**src/rtl/dma_sec_pkg.sv**
```systemverilog
package dma_sec_pkg;

  localparam int ADDR_W   = 8;
  localparam int CH_IDX_W = 4;

  // level encoding {secure, privileged}
  typedef logic [1:0] lvl_t;
  localparam lvl_t LVL_SP = 2'b11;

  typedef enum logic [1:0] {
    AREA_CHAN = 2'd0,
    AREA_SEC  = 2'd1,
    AREA_GLOB = 2'd2,
    AREA_NONE = 2'd3
  } area_e;

  typedef enum logic [1:0] {
    CREG_CTRL = 2'd0,
    CREG_CMD  = 2'd1,
    CREG_IEN  = 2'd2,
    CREG_IACK = 2'd3
  } creg_e;

  typedef struct packed {
    area_e                area;
    logic [CH_IDX_W-1:0]  ch;
    creg_e                creg;
    logic                 glob_abort;
  } dec_t;

  // Secure outranks Privileged: S+P > S+U > NS+P > NS+U
  function automatic logic [1:0] lvl_rank(lvl_t l);
    case (l)
      2'b11:   return 2'd3;
      2'b10:   return 2'd2;
      2'b01:   return 2'd1;
      default: return 2'd0;
    endcase
  endfunction

  function automatic logic lvl_covers(lvl_t req, lvl_t need);
    return lvl_rank(req) >= lvl_rank(need);
  endfunction

endpackage

```
**src/rtl/dma_sec_decode.sv**
```systemverilog
module dma_sec_decode
  import dma_sec_pkg::*;
#(
  parameter int NUM_CH = 4
) (
  input  logic [ADDR_W-1:0] addr_i,
  output dec_t              dec_o,
  output logic              ch_ok_o
);

  logic [CH_IDX_W-1:0] ch_idx;
  area_e               area;

  always_comb begin
    area    = area_e'(addr_i[7:6]);
    ch_idx  = (area == AREA_SEC) ? addr_i[3:0] : addr_i[5:2];
    dec_o.area       = area;
    dec_o.ch         = ch_idx;
    dec_o.creg       = creg_e'(addr_i[1:0]);
    dec_o.glob_abort = addr_i[0];
    ch_ok_o = (32'(ch_idx) < 32'(NUM_CH));
  end

endmodule

```
**src/rtl/dma_sec_chan.sv**
```systemverilog
module dma_sec_chan
  import dma_sec_pkg::*;
#(
  parameter int DW = 32
) (
  input  logic          clk,
  input  logic          rst_n,
  input  logic          acc_i,
  input  logic          we_i,
  input  creg_e         creg_i,
  input  logic [DW-1:0] wdata_i,
  input  logic          sec_wr_i,
  input  logic          mtrig_i,
  input  logic          mabort_i,
  input  logic          done_i,
  output lvl_t          lvl_o,
  output logic          lock_o,
  output logic [DW-1:0] ctrl_o,
  output logic          busy_o,
  output logic          ien_o,
  output logic          pend_o,
  output logic          trig_o,
  output logic          abort_o,
  output logic          irq_o
);

  lvl_t          lvl_q;
  logic          lock_q, busy_q, ien_q, pend_q, trig_q, abort_q;
  logic [DW-1:0] ctrl_q;

  logic wr, cmd_wr, trig_req, abort_req, ack_req;

  always_comb begin
    wr        = acc_i && we_i;
    cmd_wr    = wr && (creg_i == CREG_CMD);
    abort_req = (cmd_wr && wdata_i[1]) || mabort_i;
    trig_req  = (cmd_wr && wdata_i[0]) || mtrig_i;
    ack_req   = wr && (creg_i == CREG_IACK) && wdata_i[0];
  end

  always_ff @(posedge clk or negedge rst_n) begin
    if (!rst_n) begin
      lvl_q   <= LVL_SP;
      lock_q  <= 1'b0;
      ctrl_q  <= '0;
      busy_q  <= 1'b0;
      ien_q   <= 1'b0;
      pend_q  <= 1'b0;
      trig_q  <= 1'b0;
      abort_q <= 1'b0;
    end else begin
      trig_q  <= trig_req && !abort_req;
      abort_q <= abort_req;
      if (sec_wr_i) lvl_q <= wdata_i[1:0];
      if (wr) lock_q <= 1'b1;
      if (wr && creg_i == CREG_CTRL) ctrl_q <= wdata_i;
      if (wr && creg_i == CREG_IEN)  ien_q  <= wdata_i[0];
      if (abort_req)     busy_q <= 1'b0;
      else if (trig_req) busy_q <= 1'b1;
      else if (done_i)   busy_q <= 1'b0;
      if (done_i && busy_q && ien_q) pend_q <= 1'b1;
      else if (ack_req)              pend_q <= 1'b0;
    end
  end

  assign lvl_o   = lvl_q;
  assign lock_o  = lock_q;
  assign ctrl_o  = ctrl_q;
  assign busy_o  = busy_q;
  assign ien_o   = ien_q;
  assign pend_o  = pend_q;
  assign trig_o  = trig_q;
  assign abort_o = abort_q;
  assign irq_o   = pend_q && ien_q;

endmodule

```
**src/rtl/dma_sec_gate.sv**
```systemverilog
module dma_sec_gate
  import dma_sec_pkg::*;
#(
  parameter int NUM_CH = 4,
  parameter int DW     = 32
) (
  input  logic                clk,
  input  logic                rst_n,
  input  logic                req_i,
  input  logic                we_i,
  input  logic [7:0]          addr_i,
  input  logic [DW-1:0]       wdata_i,
  input  logic                sec_i,
  input  logic                priv_i,
  input  logic [NUM_CH-1:0]   done_i,
  output logic                resp_o,
  output logic                err_o,
  output logic [DW-1:0]       rdata_o,
  output logic [NUM_CH-1:0]   lock_o,
  output logic [2*NUM_CH-1:0] lvl_o,
  output logic [NUM_CH-1:0]   trig_o,
  output logic [NUM_CH-1:0]   abort_o,
  output logic [NUM_CH-1:0]   irq_o
);

  // named internal events, also observed by the checker
  lvl_t                      req_lvl;
  dec_t                      dec;
  logic                      ch_ok;
  logic                      allow, acc_ok, acc_bad;
  logic [NUM_CH-1:0]         sat_mask;
  logic [NUM_CH-1:0]         mtrig, mabort;

  lvl_t  [NUM_CH-1:0]        lvl_a;
  logic  [NUM_CH-1:0]        lock_a, busy_a, ien_a, pend_a;
  logic  [NUM_CH-1:0][DW-1:0] ctrl_a;

  lvl_t          sel_lvl;
  logic          sel_lock, sel_busy, sel_ien, sel_pend;
  logic [DW-1:0] sel_ctrl, rd_word;

  logic          resp_q, err_q;
  logic [DW-1:0] rdata_q;

  assign req_lvl = {sec_i, priv_i};

  dma_sec_decode #(.NUM_CH(NUM_CH)) u_dec (
    .addr_i  (addr_i),
    .dec_o   (dec),
    .ch_ok_o (ch_ok)
  );

  // selected channel view
  always_comb begin
    sel_lvl  = LVL_SP;
    sel_lock = 1'b0;
    sel_busy = 1'b0;
    sel_ien  = 1'b0;
    sel_pend = 1'b0;
    sel_ctrl = '0;
    for (int i = 0; i < NUM_CH; i++) begin
      if (dec.ch == CH_IDX_W'(i)) begin
        sel_lvl  = lvl_a[i];
        sel_lock = lock_a[i];
        sel_busy = busy_a[i];
        sel_ien  = ien_a[i];
        sel_pend = pend_a[i];
        sel_ctrl = ctrl_a[i];
      end
    end
  end

  // grant decision
  always_comb begin
    case (dec.area)
      AREA_CHAN: allow = ch_ok && lvl_covers(req_lvl, sel_lvl);
      AREA_SEC:  allow = ch_ok && (!we_i || (req_lvl == LVL_SP && !sel_lock));
      AREA_GLOB: allow = 1'b1;
      default:   allow = 1'b0;
    endcase
    acc_ok  = req_i && allow;
    acc_bad = req_i && !allow;
  end

  // read data
  always_comb begin
    rd_word = '0;
    case (dec.area)
      AREA_CHAN: begin
        case (dec.creg)
          CREG_CTRL: rd_word = sel_ctrl;
          CREG_CMD:  rd_word = DW'(sel_busy);
          CREG_IEN:  rd_word = DW'(sel_ien);
          default:   rd_word = DW'(sel_pend);
        endcase
      end
      AREA_SEC: rd_word = DW'({sel_lock, sel_lvl});
      default:  rd_word = '0;
    endcase
  end

  // group command masking
  always_comb begin
    mtrig  = '0;
    mabort = '0;
    if (acc_ok && we_i && dec.area == AREA_GLOB) begin
      if (dec.glob_abort) mabort = wdata_i[NUM_CH-1:0] & sat_mask;
      else                mtrig  = wdata_i[NUM_CH-1:0] & sat_mask;
    end
  end

  for (genvar g = 0; g < NUM_CH; g++) begin : g_ch
    logic hit_chan, hit_sec;

    assign sat_mask[g] = lvl_covers(req_lvl, lvl_a[g]);
    assign hit_chan    = acc_ok && dec.area == AREA_CHAN && dec.ch == CH_IDX_W'(g);
    assign hit_sec     = acc_ok && we_i && dec.area == AREA_SEC && dec.ch == CH_IDX_W'(g);

    dma_sec_chan #(.DW(DW)) u_chan (
      .clk      (clk),
      .rst_n    (rst_n),
      .acc_i    (hit_chan),
      .we_i     (we_i),
      .creg_i   (dec.creg),
      .wdata_i  (wdata_i),
      .sec_wr_i (hit_sec),
      .mtrig_i  (mtrig[g]),
      .mabort_i (mabort[g]),
      .done_i   (done_i[g]),
      .lvl_o    (lvl_a[g]),
      .lock_o   (lock_a[g]),
      .ctrl_o   (ctrl_a[g]),
      .busy_o   (busy_a[g]),
      .ien_o    (ien_a[g]),
      .pend_o   (pend_a[g]),
      .trig_o   (trig_o[g]),
      .abort_o  (abort_o[g]),
      .irq_o    (irq_o[g])
    );

    assign lvl_o[2*g +: 2] = lvl_a[g];
  end

  // registered response
  always_ff @(posedge clk or negedge rst_n) begin
    if (!rst_n) begin
      resp_q  <= 1'b0;
      err_q   <= 1'b0;
      rdata_q <= '0;
    end else begin
      resp_q  <= req_i;
      err_q   <= acc_bad;
      rdata_q <= (acc_ok && !we_i) ? rd_word : '0;
    end
  end

  assign resp_o  = resp_q;
  assign err_o   = err_q;
  assign rdata_o = rdata_q;
  assign lock_o  = lock_a;

endmodule

```
**config.mk**
```make
export PLATFORM = sky130hd
export DESIGN_NAME = dma_sec_gate
export DESIGN_NICKNAME = d
export VERILOG_FILES = /design/src/rtl/dma_sec_pkg.sv /design/src/rtl/dma_sec_decode.sv /design/src/rtl/dma_sec_chan.sv /design/src/rtl/dma_sec_gate.sv
export SDC_FILE = /design/constraint.sdc
export NUM_CORES = 1
export LEC_CHECK = 0
export BUFFER_PORTS_ARGS = -buffer_cell sky130_fd_sc_hd__buf_2
export CAP_MARGIN = 20
export CORE_AREA = 2 2 134 234
export DETAILED_ROUTE_END_ITERATION = 6
export DIE_AREA = 0 0 136 236
export HOLD_SLACK_MARGIN = 0.05
export PLACE_DENSITY_LB_ADDON = 0.25
export SYNTH_ARGS = -nofsm -noshare
export SYNTH_HDL_FRONTEND = slang
export SYNTH_SLANG_ARGS = --single-unit
```
**constraint.sdc**
```tcl
create_clock -name clk -period 4.2 [get_ports clk]
set_input_delay 1.05 -clock clk [delete_from_list [all_inputs] [get_ports clk]]
set_output_delay 1.05 -clock clk [all_outputs]
set_load 0.005 [all_outputs]
```
Word-level counts from Yosys, hierarchy flattened --
Cells that the tools add are included.
Word-level totals: register bits 194, output and inout bits 58, input bits 50
Operators by class: equality and inequality tests 26, reductions and logical operators 93, bitwise operators 1, multiplexer cells 61, $lt $le $gt $ge 6
Operators by type and width (count):
- $mux 32 | 5
- $pmux 32 s3 | 1
- $logic_and 1x1->1 | 66
- $pmux 32 s2 | 1
- $mux 1 | 36
- $pmux 2 s3 | 6
- $eq 2x2->1 const B | 15
- $mux 4 | 5
- $eq 2x1->1 const B | 8
- $mux 2 | 6
- $reduce_bool 3->1 | 4
- $ge 2x2->1 | 5
- $logic_or 1x1->1 | 9
- $eq 4x2->1 const B | 2
- $reduce_bool 2->1 | 4
- $logic_not 1->1 | 7
- $and 4x4->4 | 1
- $eq 4x1->1 const B | 1
- $logic_not 2->1 | 2
- $logic_not 4->1 | 1
- $lt 4x3->1 const B | 1
- $pmux 1 s3 | 1

Depth between registers and ports, before layout --
Gate-level depths: netlist (run 1).
depth after elaboration 22, gate-level depth with buffers 18, gate-level depth less buffers 13

Hierarchy --
From an unflattened synthesis (run 1), not the netlist that was laid out.
Second synthesis, totals: cells, all modules 665, area, all modules 8898.5 um2
Modules (own cells, without submodules):
- dma_sec_chan | instances 4, cells each 92, seq. area each 1003.5 um2, area each 1531.5 um2
- dma_sec_gate | instances 1, cells each 285, seq. area each 850.8 um2, area each 2663.8 um2
- dma_sec_decode | instances 1, cells each 12, seq. area each 0.0 um2, area each 108.9 um2

Worst setup path after synthesis (run 1) --
Ideal clock, no wire load.
path kind in2reg, from input port addr_i[2], to register g_ch[3].u_chan.ctrl_q[10], slack -445 ps, required time 4072 ps, path buffers 4, data arrival time 4518 ps, stages on the path 17, cell sequence buf_2 > nor4b_4 > a21o_1 > clkbuf_1 > and2_1 > clkbuf_1 > o2bb2ai_1 > a2bb2oi_1 > ha_1 > nand2b_1 > a211oi_1 > nor3_2 > o21a_1 > a22oi_1 > nor2_1 > buf_2 > mux2_1
Between the ends: longest elaborated chain between the ends 17, elaborated cells on any way between the ends 31, classes of those cells 2 x order compare; 6 x eq/ne; 12 x mux; 11 x reduce/logical
Ends and longest elaborated chain:
- from (decl) | RTL line dma_sec_gate.sv:11 | input logic [7:0] addr_i,
- $mux 4 * | RTL line dma_sec_decode.sv:16 | ch_idx = (area == AREA_SEC) ? addr_i[3:0] : addr_i[5:2];
- $logic_not 4->1 | RTL line dma_sec_gate.sv:62 | if (dec.ch == CH_IDX_W'(i)) begin
- $mux 2 (4 in a row) | RTL line dma_sec_gate.sv:62
- $eq 2x1->1 or $eq 2x2->1 (tied branches) | RTL line dma_sec_pkg.sv:33 | case (l)
- $pmux 2 s3 | RTL line dma_sec_pkg.sv:33
- $mux 2 | RTL line dma_sec_gate.sv:75 | case (dec.area)
- $ge 2x2->1 | RTL line dma_sec_pkg.sv:42 | return lvl_rank(req) >= lvl_rank(need);
- $logic_and 1x1->1 | RTL line dma_sec_gate.sv:76 | AREA_CHAN: allow = ch_ok && lvl_covers(req_lvl, sel_lvl);
- $pmux 1 s3 | RTL line dma_sec_gate.sv:75
- $logic_and 1x1->1 | RTL line dma_sec_gate.sv:81 | acc_ok = req_i && allow;
- $logic_and 1x1->1 | RTL line dma_sec_gate.sv:116 | assign hit_chan = acc_ok && dec.area == AREA_CHAN && dec.ch == CH_IDX_W'(g);
- $logic_and 1x1->1 * | RTL line dma_sec_gate.sv:116
- $logic_and 1x1->1 * | RTL line dma_sec_chan.sv:34 | wr = acc_i && we_i;
- $logic_and 1x1->1 * | RTL line dma_sec_chan.sv:56 | if (wr && creg_i == CREG_CTRL) ctrl_q <= wdata_i;
- to (signal assigned) | RTL line dma_sec_chan.sv:56
- to (decl) | RTL line dma_sec_chan.sv:29 | logic [DW-1:0] ctrl_q;
Mark *: on every way between the ends. The rest lies on a longest branch, timed or not. The select of a mux whose other input is x is not followed. A chain may end at the register's enable or synchronous reset.

Final worst setup path (run 1) --
from input port addr_i[1], to register rdata_q[9], in the netlist rdata_o[9]
Between the ends: longest elaborated chain between the ends 15, elaborated cells on any way between the ends 38, classes of those cells 2 x order compare; 8 x eq/ne; 19 x mux; 9 x reduce/logical
Ends and longest elaborated chain:
- $mux 4 | RTL line dma_sec_decode.sv:16
- $logic_not 4->1 | RTL line dma_sec_gate.sv:62
- $mux 2 (4 in a row) | RTL line dma_sec_gate.sv:62
- $eq 2x1->1 or $eq 2x2->1 (tied branches) | RTL line dma_sec_pkg.sv:33
- $pmux 2 s3 | RTL line dma_sec_pkg.sv:33
- $mux 2 | RTL line dma_sec_gate.sv:75
- $ge 2x2->1 | RTL line dma_sec_pkg.sv:42
- $logic_and 1x1->1 | RTL line dma_sec_gate.sv:76
- $pmux 1 s3 | RTL line dma_sec_gate.sv:75
- $logic_and 1x1->1 | RTL line dma_sec_gate.sv:81
- $logic_and 1x1->1 | RTL line dma_sec_gate.sv:153 | rdata_q <= (acc_ok && !we_i) ? rd_word : '0;
- $mux 32 * | RTL line dma_sec_gate.sv:153
- to (signal assigned) | RTL line dma_sec_gate.sv:153
- to (decl) | RTL line dma_sec_gate.sv:43 | logic [DW-1:0] rdata_q;
Marks and branches as above.

==> results.tsv, run 1 <==
metric	value	unit
setup_viol	0	
overflow	0	
syn_inst	737	
cts_tree	built	
startpoint	addr_i[1]	
ios	108	
worst_path_max_delay_cell	or4b_1	
max_stage_delay	590	ps
clock_sinks	194	
final_cell_mix	dfrtp_1, mux2_1, buf_2, buf_4, nand2_1	
async_flop_share	1.000	
cts_root_buf	clkbuf_16	
wl_per_cell	19.82	microns
final_common_cell	dfrtp_1	
synth_top_family_by_area	multiplexers	
via_count	6257	
outcome	finished clean	
placed_cell_area	10380	sq um
leakage	5.528	nW
cts.clk_slew.worst_paths	70	ps
cts_buffers	17	
drtIter0Drc	356	
timing.fmax	249.4	MHz
r2r-start	g_ch[1].u_chan.lvl_o[1]$_DFFE_PN1P_	
antenna_found_initial	3	
path_common_cell	buf_4	
synthMuxAreaShare	0.2162	
synth_edf_count	0	
grt_max_degree	74	
ys_seq_elements	194	
setup_ws	189.9	ps
syn_area	8965	sq um
ir_drop	0.2417	mV
crit_path_max_fanout	14	
coreArea	30420	sq um
synthesis.nets	797	
layout_min_cycle_time	4010	ps
num_rows	85	
crit_path_end_kind	register	
avgSynthCellArea	12.16	sq um
dp_hpwl	18.11	mm
initial_core_util	0.2947	
crit_path_cell_trace	buf_2, buf_4, and2_1, or3_1, a21oi_1, o2bb2ai_2, a2bb2oi_2, ha_1, nand2b_1, a211oi_2, nor3_2, o21a_1, nand3b_1, or4b_1, buf_4, buf_12, nor2_1	
critical_path_class	in2reg	
die_height	236	microns
final_area	11010	sq um
finalHoldViolCount	0	
seq_area_frac_synth	0.5426	
hold_ws	484.1	ps
worstPathArrival	4370	ps
final_max_slew_viol_count	0	
antenna_left	0	
ys_warn_count	0	
gp_congestion	0.8730	
ctsLongestPathBuffers	2	
fin_skew	10.79	ps
rsz0062_at_grt	no	
yosys.area_share.simple	0.08430	
synth_top_area_frac	0.5192	
tightest_slew	665.9	ps
nets	929	
synth.area.top_cells	dfrtp_1, mux2_1, mux2i_1	
finalCritPeriodShare	0.9548	
first_global_vias	6600	
synthFlopType	dfrtp_1	
area_growth	22.86	%
die_w	136	microns
synthDistinctLibCells	63	
critPathLaunchType	input port	
synth_top_area_cell	dfrtp_1	
dp_slack	-266.7	ps
clock_latency	450	ps
hold_path_class	reg2reg	
wl	25.23	mm
multi_input_area	3790	sq um
portBuffers	107	
post_cts_buffers	0	
required	4560	ps
firstDrtPassIters	4	
nFillCells	3065	
maxCapViolCount	0	
regArea	4865	sq um
hold_buffers	0	
cts_max_level	4	
die-area	32100	sq um
cts_resized	0	
synth-xor-area-share	0	
synth_adder_area_share	0.01396	
viasPerCell	4.915	
synth_compound_area_frac	0.1006	
grtUsageTotal	0.1637	
hp-start	g_ch[1].u_chan.ctrl_o[29]$_DFFE_PN0P_	
grt_pass1_wl	39.06	mm
drc	0	
power.density	362.9	nW/um^2
relSlewSlack	0.5514	
drive_gt1_frac	0.2758	
## cell families after synthesis
group,Yosys count
multiplexers,175
AO/OA/AOI/OAI,130
flip-flops,194
buffers and inverters,77
AND/OR/NAND/NOR,151
adder cells (fa/ha/maj),10
## cell usage after synthesis (4+ instances only)
master and count:
a21boi_0 4, a21oi_1 13, a22oi_1 32, a32o_1 4
and2_1 10, buf_2 18, buf_4 16, clkbuf_1 26
dfrtp_1 186, dfstp_2 8, ha_1 10, inv_1 14
mux2_1 138, mux2i_1 32, nand2_1 54, nand2b_1 6
nand3_1 6, nor2_1 42, nor2b_1 4, nor3_1 8
o21ai_0 41, o22ai_1 4
## worst paths after layout
path                                                               to  depth (start not counted)  slack, ps
worst min register to register  g_ch[1].u_chan.ctrl_o[29]$_DFFE_PN0P_                          1        480
min in group asynchronous                       rdata_o[20]$_DFF_PN0_                          1        610
worst max register to register                   rdata_o[9]$_DFF_PN0_                         13       1030
worst max-delay path                             rdata_o[9]$_DFF_PN0_                         17        190
max in group asynchronous       g_ch[1].u_chan.ctrl_o[27]$_DFFE_PN0P_                          2       2650
worst min-delay path            g_ch[1].u_chan.ctrl_o[29]$_DFFE_PN0P_                          1        480
## per-layer routing
metal / track usage / vias up / wire, microns
met3: 0.03417 / 57 / 920
met2: 0.2849 / 128 / 13370
met5: 0 / - / 25
met4: 0.09501 / 4 / 1286
met1: 0.1812 / 3190 / 9628
li1: - / 2878 / -
## power breakdown
group / switching (mW) / total [mW] / internal, mW
Clock: 0.751 / 1.75 / 1.00
Combinational: 0.208 / 0.330 / 0.122
Sequential: 0.0179 / 1.91 / 1.89
## cell type report
cell class,instances,area share
Sequential cell,194,0.4417
Multi-Input combinational cell,466,0.3441
Timing Repair Buffer,176,0.1078
Tap cell,391,0.04442
Clock buffer,17,0.03862
Clock inverter,14,0.01840
Inverter,14,0.004771
Antenna cell,1,0.0002272
## stage by stage
stage / util / std cells / power (mW) / TNS (ps)
2_1_floorplan: - / 737 / 2.087 / -1167
3_3_place_gp: 0.3414 / 1241 / 2.283 / -29370
3_5_place_dp: 0.3414 / 1241 / 2.285 / -26110
4_1_cts: 0.3620 / 1272 / 4.058 / 0
5_1_grt: 0.3621 / 1273 / 4.148 / 0
6_report: 0.3621 / 1273 / 3.997 / 0
## critical path, delay by kind of cell
kind | cells | cell delay, ps
fa+ha+maj | 1 | 260
compound gates | 5 | 710
simple gates | 7 | 1720
buf+inv | 4 | 590
## registers in the layout, summed over array words and instances (netlist names), 4 cells and up
signal and cells:
g_ch.u_chan.abort_o 4, g_ch.u_chan.busy_o 4, g_ch.u_chan.ctrl_o 128, g_ch.u_chan.ien_o 4, g_ch.u_chan.lock_o 4, g_ch.u_chan.lvl_o 8
g_ch.u_chan.pend_o 4, g_ch.u_chan.trig_o 4, rdata_o 32
No activity file was read; power rests on OpenSTA's default activity.
==> inputs of run 2 (changes only) <==
--- a/config.mk
+++ b/config.mk
@@ -7,11 +7,12 @@
 export LEC_CHECK = 0
 export BUFFER_PORTS_ARGS = -buffer_cell sky130_fd_sc_hd__buf_2
 export CAP_MARGIN = 20
-export CORE_AREA = 2 2 134 234
+export CORE_AREA = 2 2 134 233
 export DETAILED_ROUTE_END_ITERATION = 6
-export DIE_AREA = 0 0 136 236
+export DIE_AREA = 0 0 136 235
 export HOLD_SLACK_MARGIN = 0.05
 export PLACE_DENSITY_LB_ADDON = 0.25
 export SYNTH_ARGS = -nofsm -noshare
 export SYNTH_HDL_FRONTEND = slang
+export SYNTH_HIERARCHICAL = 1
 export SYNTH_SLANG_ARGS = --single-unit
==> results.tsv, run 2 <==
metric	value	unit
outcome	finished clean	
synth.area.top_cells	dfrtp_1, mux2_2, a211oi_1	
dp_hpwl	15.08	mm
ios	108	
final_max_slew_viol_count	0	
finalHoldViolCount	0	
portBuffers	107	
antenna_found_initial	2	
crit_path_cell_trace	buf_2, nor2b_4, mux2_4, mux4_2, nand2b_4, ha_1, nand2b_1, a211oi_1, nor2_1, nand3_2, buf_4, nor2_1, nand2_1, nor3_4, buf_12, mux2_2	
crit_path_end_kind	register	
leakage	5.282	nW
antenna_left	0	
overflow	0	
nFillCells	3022	
clock_latency	450	ps
via_count	5782	
synthFlopType	dfrtp_1	
relSlewSlack	0.4212	
ir_drop	0.2693	mV
cp_top_family	simple AND/OR/NAND/NOR gates	
wl	22.33	mm
diodes	0	
fin_setup_tns	0	ps
die_height	235	microns
layout_min_cycle_time	3875	ps
drc	0	
first_global_vias	6272	
maxCapViolCount	0	
async_flop_share	1.000	
drtIter0Drc	186	
syn_inst	665	
setup_viol	0	
die-area	31960	sq um
synthDistinctLibCells	49	
cts_max_level	4	
coreArea	30060	sq um
cts_resized	0	
firstDrtPassIters	4	
drive_gt1_frac	0.4320	
area_growth	19.94	%
die_w	136	microns
worst_path_max_delay_cell	mux4_2	
synth_edf_count	0	
hold_buffers	0	
grt_max_degree	104	
largest_reg_flops	128	
fin_skew	12.35	ps
finalCritPeriodShare	0.9227	
post_cts_buffers	0	
clock_sinks	194	
avgSynthCellArea	13.38	sq um
synth_top_area_cell	dfrtp_1	
gp_congestion	0.8047	
setup_ws	324.7	ps
wl_per_cell	18.80	microns
final_area	10670	sq um
cp_num_buf_inv	3	
dp.cells	1156	
synth_top_area_frac	0.5231	
synth_most_common_cell	dfrtp_1	
synthesis.nets	725	
seq_area_frac_synth	0.5467	
ys_seq_elements	194	
cts_root_buf	clkbuf_16	
tightest_slew	868.2	ps
power.density	364.4	nW/um^2
cts_tree	built	
ctsLongestPathBuffers	2	
grt_pass1_wl	35.41	mm
cts.clk_slew.worst_paths	70	ps
hold_path_class	reg2reg	
timing.fmax	258.0	MHz
syn_area	8899	sq um
critical_path_class	in2reg	
total_power	3.889	mW
cts_buffers	17	
path_common_cell	nor2_1	
rsz0062_at_grt	no	
dp_slack	-141.0	ps
final_common_cell	dfrtp_1	
finalNonFillerCells	1188	
initial_core_util	0.2960	
final_cell_mix	dfrtp_1, mux2_2, buf_2, a211oi_1, nor2b_1	
hold_ws	482.2	ps
required	4530	ps
placed_cell_area	10060	sq um
grtUsageTotal	0.1477	
num_rows	84	
viasPerCell	4.867	
nets	848	
critPathLaunchType	input port	
synth_commonest_cells	dfrtp_1, mux2_2, a211oi_1	
max_stage_delay	430	ps
worstPathArrival	4200	ps
crit_path_max_fanout	24	
ys_warn_count	6	
fin_util	0.3551	
## run 2: cell types whose count changed in the layout (fill, tap and decap cells not counted), sizes merged, moves of 4 or more
cell,change
nand2,-46
clkbuf,+5
nor2b,+35
buf,-29
mux2,+9
o21ai,-34
a211oi,+58
nor2,-20
and2,-4
nor3,-4
nand4b,+4
a22oi,-33
## run 2: worst paths after layout
check | from | to | slack [ps] | cells past startpoint
worst max-delay path | addr_i[7] | g_ch[1].u_chan/ctrl_o[17]$_DFFE_PN0P_ | 320 | 16
worst min-delay path | g_ch[0].u_chan/ctrl_o[16]$_DFFE_PN0P_ | g_ch[0].u_chan/ctrl_o[16]$_DFFE_PN0P_ | 480 | 1
worst max register to register | g_ch[3].u_chan/lvl_o[0]$_DFFE_PN1P_ | g_ch[1].u_chan/ctrl_o[17]$_DFFE_PN0P_ | 1080 | 13
worst min register to register | g_ch[0].u_chan/ctrl_o[16]$_DFFE_PN0P_ | g_ch[0].u_chan/ctrl_o[16]$_DFFE_PN0P_ | 480 | 1
max in group asynchronous | rst_n | g_ch[2].u_chan/ctrl_o[15]$_DFFE_PN0P_ | 2600 | 2
min in group asynchronous | rst_n | rdata_o[25]$_DFF_PN0_ | 710 | 1
## run 2: layout make-up
class                      count  area [sq um]  area share
tap                          387         484.2     0.04537
inverter                      12         45.04    0.004220
timing repair buffer         147         919.6     0.08617
clock inverter                10         150.1     0.01407
clock buffer                  22         464.2     0.04349
sequential                   194          4865      0.4558
multi-input combinational    416          3745      0.3509
## run 2: cell families (layout without fill, tap and decap cells)
group                    after synthesis  count (layout)  synth area share
buffers and inverters                 55             191           0.03726
multiplexers                         186             186            0.2348
AND/OR/NAND/NOR                      118             118           0.08352
flip-flops                           194             194            0.5467
AO/OA/AOI/OAI                        102             102           0.08366
adder cells (fa/ha/maj)               10              10           0.01406
## run 2: layer usage
metal	vias to the layer above	routed length, microns	track usage
met5	-	18	0
met4	4	579	0.06124
met3	37	754	0.03366
met2	99	12450	0.2762
met1	2979	8525	0.1549
li1	2663	-	-
## run 2: report_power, final
group	internal, mW	leakage, nW	switching, mW	total, mW
logic	0.0939	2.32	0.180	0.274
clock network	0.978	0.289	0.743	1.72
registers	1.88	2.67	0.00990	1.89
